File: config.mk
export PLATFORM = sky130hd
export DESIGN_NAME = wdt_timer_top
export DESIGN_NICKNAME = d
export VERILOG_FILES = /design/src/rtl/wdt_pkg.sv /design/src/rtl/wdt_ctrl.sv /design/src/rtl/wdt_count.sv /design/src/rtl/wdt_irq.sv /design/src/rtl/wdt_timer_top.sv
export SDC_FILE = /design/constraint.sdc
export NUM_CORES = 1
export LEC_CHECK = 0
export ABC_AREA = 1
export CAP_MARGIN = 20
export CORE_MARGIN = 2
export CORE_UTILIZATION = 45
export CTS_BUF_LIST = sky130_fd_sc_hd__clkbuf_8
export DETAILED_ROUTE_END_ITERATION = 8
export DONT_BUFFER_PORTS = 1
export PLACE_DENSITY = 0.63
export SYNTH_ARGS = -nofsm -noshare
export SYNTH_HDL_FRONTEND = slang
export SYNTH_SLANG_ARGS = --single-unit
File: constraint.sdc
create_clock -name clk -period 2.2 [get_ports clk]
set_clock_uncertainty 0.15 [all_clocks]
set_input_delay 0.22 -clock clk [delete_from_list [all_inputs] [get_ports clk]]
set_output_delay 0.22 -clock clk [all_outputs]
set_load 0.05 [all_outputs]
File: src/rtl/wdt_pkg.sv
// Package: register addresses and bit positions shared by the watchdog timer
// modules and its checker. Assumes a 16-bit register port.
package wdt_pkg;
    localparam int unsigned ADR_CMD    = 0;
    localparam int unsigned ADR_CNT_LO = 1;
    localparam int unsigned ADR_CNT_HI = 2;
    localparam int unsigned ADR_MASK   = 3;
    localparam int unsigned ADR_STAT   = 4;

    localparam int unsigned BIT_STOP   = 4;  // command: stop / stopped flag
    localparam int unsigned BIT_START  = 5;  // command: start / running flag
    localparam int unsigned BIT_TC     = 7;  // status: timer complete
endpackage

File: src/rtl/wdt_ctrl.sv
// Module: run/stop state of the watchdog counter.
// Assumes cmd_start and cmd_stop are single-cycle decoded command bits;
// start has priority when both arrive together.
module wdt_ctrl (
    input  logic clk,
    input  logic rst_n,
    input  logic cmd_start,
    input  logic cmd_stop,
    output logic stopped
);
    logic stopped_q;

    // Track the stopped state; reset leaves the timer stopped.
    always_ff @(posedge clk) begin
        if (!rst_n) begin
            stopped_q <= 1'b1;
        end else if (cmd_start) begin
            stopped_q <= 1'b0;
        end else if (cmd_stop) begin
            stopped_q <= 1'b1;
        end
    end

    assign stopped = stopped_q;
endmodule

File: src/rtl/wdt_count.sv
// Module: down-counter built from NUM_HALVES register-width slices.
// A slice write takes priority over a tick; a tick at zero wraps to all ones
// and raises wrap for that cycle. Assumes tick is a single-cycle enable.
module wdt_count #(
    parameter int unsigned HALF_W     = 16,
    parameter int unsigned NUM_HALVES = 2,
    localparam int unsigned CNT_W     = HALF_W * NUM_HALVES
) (
    input  logic                  clk,
    input  logic                  rst_n,
    input  logic                  tick,
    input  logic                  stopped,
    input  logic [NUM_HALVES-1:0] half_we,
    input  logic [HALF_W-1:0]     wdata,
    output logic [CNT_W-1:0]      count,
    output logic                  wrap
);
    logic [CNT_W-1:0] cnt_q;
    logic [CNT_W-1:0] loaded;
    logic [CNT_W-1:0] cnt_d;

    // Per-slice load value: new data for written slices, old value for others.
    for (genvar g = 0; g < NUM_HALVES; g++) begin : g_slice
        assign loaded[g*HALF_W +: HALF_W] = half_we[g] ? wdata : cnt_q[g*HALF_W +: HALF_W];
    end

    // Next count: load, decrement, wrap or hold.
    always_comb begin
        cnt_d = cnt_q;
        wrap  = 1'b0;
        if (|half_we) begin
            cnt_d = loaded;
        end else if (tick && !stopped) begin
            if (cnt_q == '0) begin
                cnt_d = '1;
                wrap  = 1'b1;
            end else begin
                cnt_d = cnt_q - 1'b1;
            end
        end
    end

    // Count register.
    always_ff @(posedge clk) begin
        if (!rst_n) begin
            cnt_q <= '0;
        end else begin
            cnt_q <= cnt_d;
        end
    end

    assign count = cnt_q;
endmodule

File: src/rtl/wdt_irq.sv
// Module: interrupt mask and write-1-to-clear status, plus the masked
// interrupt line. The top mask bit is not stored. A set on a bit beats a
// clear of the same bit in the same cycle.
module wdt_irq #(
    parameter int unsigned REG_W  = 16,
    parameter int unsigned TC_POS = 7
) (
    input  logic             clk,
    input  logic             rst_n,
    input  logic             mask_we,
    input  logic             stat_we,
    input  logic [REG_W-1:0] wdata,
    input  logic [REG_W-1:0] stat_set,
    input  logic             tc_set,
    output logic [REG_W-1:0] mask,
    output logic [REG_W-1:0] status,
    output logic             irq
);
    logic [REG_W-2:0] mask_q;
    logic [REG_W-1:0] stat_q;
    logic [REG_W-1:0] set_all;
    logic [REG_W-1:0] clr_all;

    // Combine external set pulses with the timer-complete pulse.
    always_comb begin
        set_all         = stat_set;
        set_all[TC_POS] = stat_set[TC_POS] | tc_set;
        clr_all         = stat_we ? wdata : '0;
    end

    // Mask register (bits below the top only).
    always_ff @(posedge clk) begin
        if (!rst_n) begin
            mask_q <= '0;
        end else if (mask_we) begin
            mask_q <= wdata[REG_W-2:0];
        end
    end

    // Status register: clear written ones, then apply sets.
    always_ff @(posedge clk) begin
        if (!rst_n) begin
            stat_q <= '0;
        end else begin
            stat_q <= (stat_q & ~clr_all) | set_all;
        end
    end

    assign mask   = {1'b0, mask_q};
    assign status = stat_q;
    assign irq    = |(mask & stat_q);
endmodule

File: src/rtl/wdt_timer_top.sv
// Module: watchdog timer top. Decodes the register port, holds the run
// state, the split down-counter and the interrupt logic, and returns
// combinational read data. Assumes writes and ticks are synchronous to clk.
module wdt_timer_top #(
    parameter int unsigned REG_W  = 16,
    parameter int unsigned ADDR_W = 3
) (
    input  logic              clk,
    input  logic              rst_n,
    input  logic              tick_en,
    input  logic              wr_en,
    input  logic [ADDR_W-1:0] addr,
    input  logic [REG_W-1:0]  wdata,
    output logic [REG_W-1:0]  rdata,
    input  logic [REG_W-1:0]  stat_set,
    output logic              irq
);
    import wdt_pkg::*;

    localparam int unsigned HALVES = 2;
    localparam int unsigned CNT_W  = REG_W * HALVES;

    logic              we_cmd, we_mask, we_stat;
    logic [HALVES-1:0] we_half;
    logic              stopped_q;
    logic [CNT_W-1:0]  cnt_val;
    logic              wrap_p;
    logic [REG_W-1:0]  mask_val;
    logic [REG_W-1:0]  stat_val;

    // Write decode.
    always_comb begin
        we_cmd     = wr_en && (addr == ADDR_W'(ADR_CMD));
        we_half[0] = wr_en && (addr == ADDR_W'(ADR_CNT_LO));
        we_half[1] = wr_en && (addr == ADDR_W'(ADR_CNT_HI));
        we_mask    = wr_en && (addr == ADDR_W'(ADR_MASK));
        we_stat    = wr_en && (addr == ADDR_W'(ADR_STAT));
    end

    wdt_ctrl u_ctrl (
        .clk       (clk),
        .rst_n     (rst_n),
        .cmd_start (we_cmd && wdata[BIT_START]),
        .cmd_stop  (we_cmd && wdata[BIT_STOP]),
        .stopped   (stopped_q)
    );

    wdt_count #(.HALF_W(REG_W), .NUM_HALVES(HALVES)) u_count (
        .clk     (clk),
        .rst_n   (rst_n),
        .tick    (tick_en),
        .stopped (stopped_q),
        .half_we (we_half),
        .wdata   (wdata),
        .count   (cnt_val),
        .wrap    (wrap_p)
    );

    wdt_irq #(.REG_W(REG_W), .TC_POS(BIT_TC)) u_irq (
        .clk      (clk),
        .rst_n    (rst_n),
        .mask_we  (we_mask),
        .stat_we  (we_stat),
        .wdata    (wdata),
        .stat_set (stat_set),
        .tc_set   (wrap_p),
        .mask     (mask_val),
        .status   (stat_val),
        .irq      (irq)
    );

    // Combinational read mux with the live count.
    always_comb begin
        rdata = '0;
        case (addr)
            ADDR_W'(ADR_CMD): begin
                rdata[BIT_STOP]  = stopped_q;
                rdata[BIT_START] = ~stopped_q;
            end
            ADDR_W'(ADR_CNT_LO): rdata = cnt_val[REG_W-1:0];
            ADDR_W'(ADR_CNT_HI): rdata = cnt_val[CNT_W-1:REG_W];
            ADDR_W'(ADR_MASK):   rdata = mask_val;
            ADDR_W'(ADR_STAT):   rdata = stat_val;
            default:             rdata = '0;
        endcase
    end
endmodule

== Word level (Yosys, flattened, before mapping) ==
Index checks and enable logic that the tools add are counted.
W data, S select, Z words.
Storage, ports and cells
  register bits: 64
  bits of input ports: 39
  logic and storage cells: 49
  output and inout bits: 17
Operators by class
  equality and inequality tests: 6
  bitwise logic cells: 6
  reduce and logical (&&, ||, !) cells: 17
  mux-type cells: 14
  add/sub/neg operators: 1
Operators by type and width (number)
  $mux W32: 3
  $mux W16: 3
  $pmux W10 S4: 1
  $logic_not A32 Y1: 1
  $sub A32 B1 Y32 const B: 1
  $and A15 B16 Y16: 1
  $and A16 B16 Y16: 1
  $not A16 Y16: 1
  $or A16 B16 Y16: 1
  $pmux W4 S4: 1
  $reduce_or A16 Y1: 1
  $pmux W2 S5: 1
  $logic_and A1 B1 Y1: 8
  $eq A3 B2 Y1 const B: 2
  $mux W1: 5
  $ne A2 B1 Y1 const B: 2
  $reduce_and A2 Y1: 2
  $reduce_bool A2 Y1: 2
  $eq A3 B1 Y1 const B: 1
  $eq A3 B3 Y1 const B: 1
  $logic_not A3 Y1: 1
  $reduce_or A2 Y1: 1
  $logic_not A1 Y1: 1
  $not A1 Y1: 1
  $or A1 B1 Y1: 1

== Logic depth before layout (Yosys ltp) ==
  depth after elaboration: 6
  mapped depth: 11
  mapped depth without buffers: 11

== Cells and area by module ==
Synthesis repeated with hierarchy kept, for this count alone.
Unflattened totals
  cell total of the unflattened synthesis: 749
  area total of the unflattened synthesis: 4618.2 sq um
Modules (own cells, without submodules)
  wdt_count: sequential area each 640.6 sq um, area an instance 2598.7 sq um, cells each 449, instances 1
  wdt_irq: sequential area each 620.6 sq um, area an instance 1218.7 sq um, cells each 169, instances 1
  wdt_timer_top: sequential area each 0.0 sq um, area an instance 768.2 sq um, cells each 127, instances 1
  wdt_ctrl: sequential area each 20.0 sq um, area an instance 32.5 sq um, cells each 4, instances 1

== Least setup slack after synthesis ==
No wires, ideal clock.
  path type: input to output
  start: in addr[1]
  end: out rdata[0]
  required time: 1.830 ns
  slack: 0.286 ns
  buffers on the path: 1
  arrival time: 1.544 ns
  cell stages on the path: 4
  cells stage by stage: inv_2 nand3_1 clkbuf_1 o2111ai_1
On the way
  word-level cells in the longest chain between the ends: 2
  elaborated cells on any way between the ends: 5
  classes of those cells: eq/ne (4); mux (1)
Ends and longest elaborated chain
  start: declaration: RTL line wdt_timer_top.sv:12  | input logic [ADDR_W-1:0] addr,
  $eq A3 B3 Y1 (tied with other cells): RTL line wdt_timer_top.sv:75  | case (addr)
  $pmux W4 S4 (*): RTL line wdt_timer_top.sv:75
  end: declaration: RTL line wdt_timer_top.sv:14  | output logic [REG_W-1:0] rdata,
Every way passes the cells marked *; elsewhere a longest branch is shown, timed or not.

== Worst setup path after layout ==
  start: reg u_count.cnt_q[1], in the netlist u_count.count[1]
  end: reg u_count.cnt_q[18], in the netlist u_count.count[18]
On the way
  word-level cells in the longest chain between the ends: 4
  elaborated cells on any way between the ends: 5
  classes of those cells: add/sub (1); mux (3); reduce/logical (1)
Ends and longest elaborated chain
  start: declaration: RTL line wdt_count.sv:18  | logic [CNT_W-1:0] cnt_q;
  start signal: assignment: RTL line wdt_count.sv:48  | cnt_q <= cnt_d;
  $sub A32 B1 Y32 or $logic_not A32 Y1 (tied branches): RTL line wdt_count.sv:38, wdt_count.sv:34
  $mux W32 (*): RTL line wdt_count.sv:34  | if (cnt_q == '0) begin
  $mux W32 (*): RTL line wdt_count.sv:33  | end else if (tick && !stopped) begin
  $mux W32 (*): RTL line wdt_count.sv:31  | if (|half_we) begin
Every way passes the cells marked *; elsewhere a longest branch is shown, timed or not. The select of a mux whose other input is x is not followed.
A chain may end at the register's enable or synchronous reset.

==> impl_metrics.env <==
export IMPL_dieArea_sq_um=10370
export IMPL_finish_utilization=0.5695
export IMPL_status="finished clean"
export IMPL_io_pins=56
export IMPL_place_ws_ns=0.1814
export IMPL_grt_overflow=0
export IMPL_drive_gt1_frac=0.1038
export IMPL_cellPowerDensity_nw_per_um2=671.2
export IMPL_grt_pass1_wl_um=24180
export IMPL_synthTopCellsByArea="dfxtp_1 30%, nand2_1 19%, nor2_1 8.6%"
export IMPL_slew_violations=0
export IMPL_antenna_found_initial=0
export IMPL_fin_setup_tns_ns=0
export IMPL_yosysTopAreaCellShare=0.2975
export IMPL_globalplace_congestion=0.9559
export IMPL_clkTransAtPathRegs_ns=0.08
export IMPL_cap_violations=0
export IMPL_cts_root_buffer="clkbuf_8"
export IMPL_wire_per_inst_um=16.25
export IMPL_postRouteAntennaNets=0
export IMPL_numPlacedInstances=855
export IMPL_min_period_ns=2.055
export IMPL_grt_total_usage=0.2986
export IMPL_cts_buffers=9
export IMPL_htreeDepth=3
export IMPL_clockBufferDepth=2
export IMPL_crit_path_start_kind="flop"
export IMPL_grt_pass1_vias=4707
export IMPL_required_ns=2.29
export IMPL_hpwl_um=10460
export IMPL_ctsResizeCount=0
export IMPL_ys_flop_type="dfxtp_1"
export IMPL_critical_path_class="reg2reg"
export IMPL_start_util=0.4639
export IMPL_core_area_sq_um=9284
export IMPL_cp_max_fo=5
export IMPL_vias=4964
export IMPL_final_setup_viol_count=0
export IMPL_area_delta_synth_final_pct=22.78
export IMPL_avgSynthCellArea_sq_um=5.973
export IMPL_cts_setup_buffers=0
export IMPL_hold_violations=0
export IMPL_fmax_mhz=486.5
export IMPL_rsz0062_at_grt="yes"
export IMPL_cts_tree="done"
export IMPL_slew_headroom=0.6394
export IMPL_dr_pass1_iters=6
export IMPL_dpl_instance_area_sq_um=4577
export IMPL_num_nets_final=826
export IMPL_fp_row_count=35
export IMPL_clock_latency_ns=0.35
export IMPL_route_detailed_drc=0
export IMPL_insertedDiodeCount=0
export IMPL_min_period_over_period=0.9342
export IMPL_syn_area_sq_um=4307
export IMPL_leakage_nw=2.623
export IMPL_die_x_um=101.8
export IMPL_crit_arrival_ns=2.15
export IMPL_synthCells=721
export IMPL_worstMarginPinSlew_ns=0.5396
export IMPL_ys_warn_count=0
export IMPL_yosys_cell_count_top_type="nand2_1"
export IMPL_p_total_mw=3.549
export IMPL_yosysTopAreaCell="dfxtp_1"
export IMPL_holdWs_ns=0.01950
export IMPL_async_flop_share=0
export IMPL_setup_ws_ns=0.1447
export IMPL_end_kind="flop"
export IMPL_hp_class="in2reg"
export IMPL_via_per_inst=5.402
export IMPL_drt_iter0_markers=410
export IMPL_ys_seq_elements=64
export IMPL_synth_common_cells="213 x nand2_1, 99 x nor2_1, 88 x inv_1"
export IMPL_synth_distinct_cells=36
export IMPL_drt_wl_total_um=14930
export IMPL_fin_area_sq_um=5288
export IMPL_vdd_drop_max_mv=0.4671
export IMPL_yosysSeqAreaShare=0.2975
export IMPL_synth_nets=762
export IMPL_clkSinkCount=64
export IMPL_synth_edf_count=0
export IMPL_finalNonFillerCells=919
export IMPL_port_buffer_count=0
export IMPL_grt_max_degree=39
export IMPL_die_h_um=101.8
==> routing by layer <==
layer	up-vias	GRT usage	part of all wire
li1	2426	-	-
met1	2280	0.4195	0.45
met2	231	0.4691	0.45
met3	27	0.05267	0.076
met4	0	0.09128	0.022
met5	-	0	0
==> cell families after synthesis <==
kind of cell	count (synthesis)	synth area share
xor gates and xnor gates	11	0.02237
DFF	64	0.2975
adders and majority gates	2	0.005810
buffers and inverters	121	0.1162
AOI/OAI and AO/OA	135	0.1842
and+or+nand+nor	388	0.3739
==> state kept, by name (all words and copies together), names as in the netlist <==
register        count
u_count.count      32
u_ctrl.stopped      1
u_irq.mask_q       15
u_irq.status       16
==> power by group <==
part           internal [mW]  leakage, nW  switching, mW  total, mW
sequential              1.22        0.524         0.0544       1.27
clock                  0.640        0.107          0.536       1.18
combinational          0.381         1.99          0.722       1.10
total                   2.24         2.62           1.31       3.55
==> worst paths after layout <==
check | cells past startpoint | endpoint | start | slack [ns]
setup / recovery | 11 | u_count.count[18] | u_count.count[1] | 0.14
hold / removal | 3 | u_irq.status[6] | wdata[6] | 0.02
setup reg to reg | 11 | u_count.count[18] | u_count.count[1] | 0.14
hold reg to reg | 2 | u_irq.status[13] | u_irq.status[13] | 0.33
==> layout make-up <==
class,instances,area [sq um]
clock inverters,7,96.34
multi-input cells,536,2525
fillers,956,3996
inverters,93,349.1
repair buffers,81,750.7
well taps,129,161.4
clock buffers,9,123.9
flip-flops and latches,64,1281
==> placed cells by master (no fill, tap or decap), types with 4 or more instances in the layout <==
cell	Yosys	final
nand2_1	213	213
clkbuf_8	0	9
nand4_1	5	5
nand2_2	4	4
nor2_2	19	19
dfxtp_1	64	64
nand3_1	42	42
o22ai_1	4	4
nor2_1	99	99
inv_2	4	4
o2111ai_1	11	11
o21ai_0	31	30
a21oi_1	63	63
inv_1	88	89
xor2_1	11	11
dlygate4sd3_1	0	47
buf_4	5	32
o21ai_1	11	12
o221ai_1	4	4
==> repair_timing <==
| action | 4_1_cts | 5_1_grt |
|---|---|---|
| hold buffers | 48 | 0 |
| setup endpoints to repair | 0 | 4 |
| hold endpoints to repair | 64 | 0 |
==> worst max-delay path: stages, from the launching register on <==
cell	delay, ns
dfxtp_1	0.32
inv_1	0.13
ha_1	0.25
nand2_1	0.17
nor2_2	0.30
nand2_1	0.20
inv_1	0.12
nand2_1	0.05
nand2_1	0.06
nand3_1	0.06
nand2_1	0.08
a21oi_1	0.05
No activity file was read; power rests on OpenSTA's default activity.
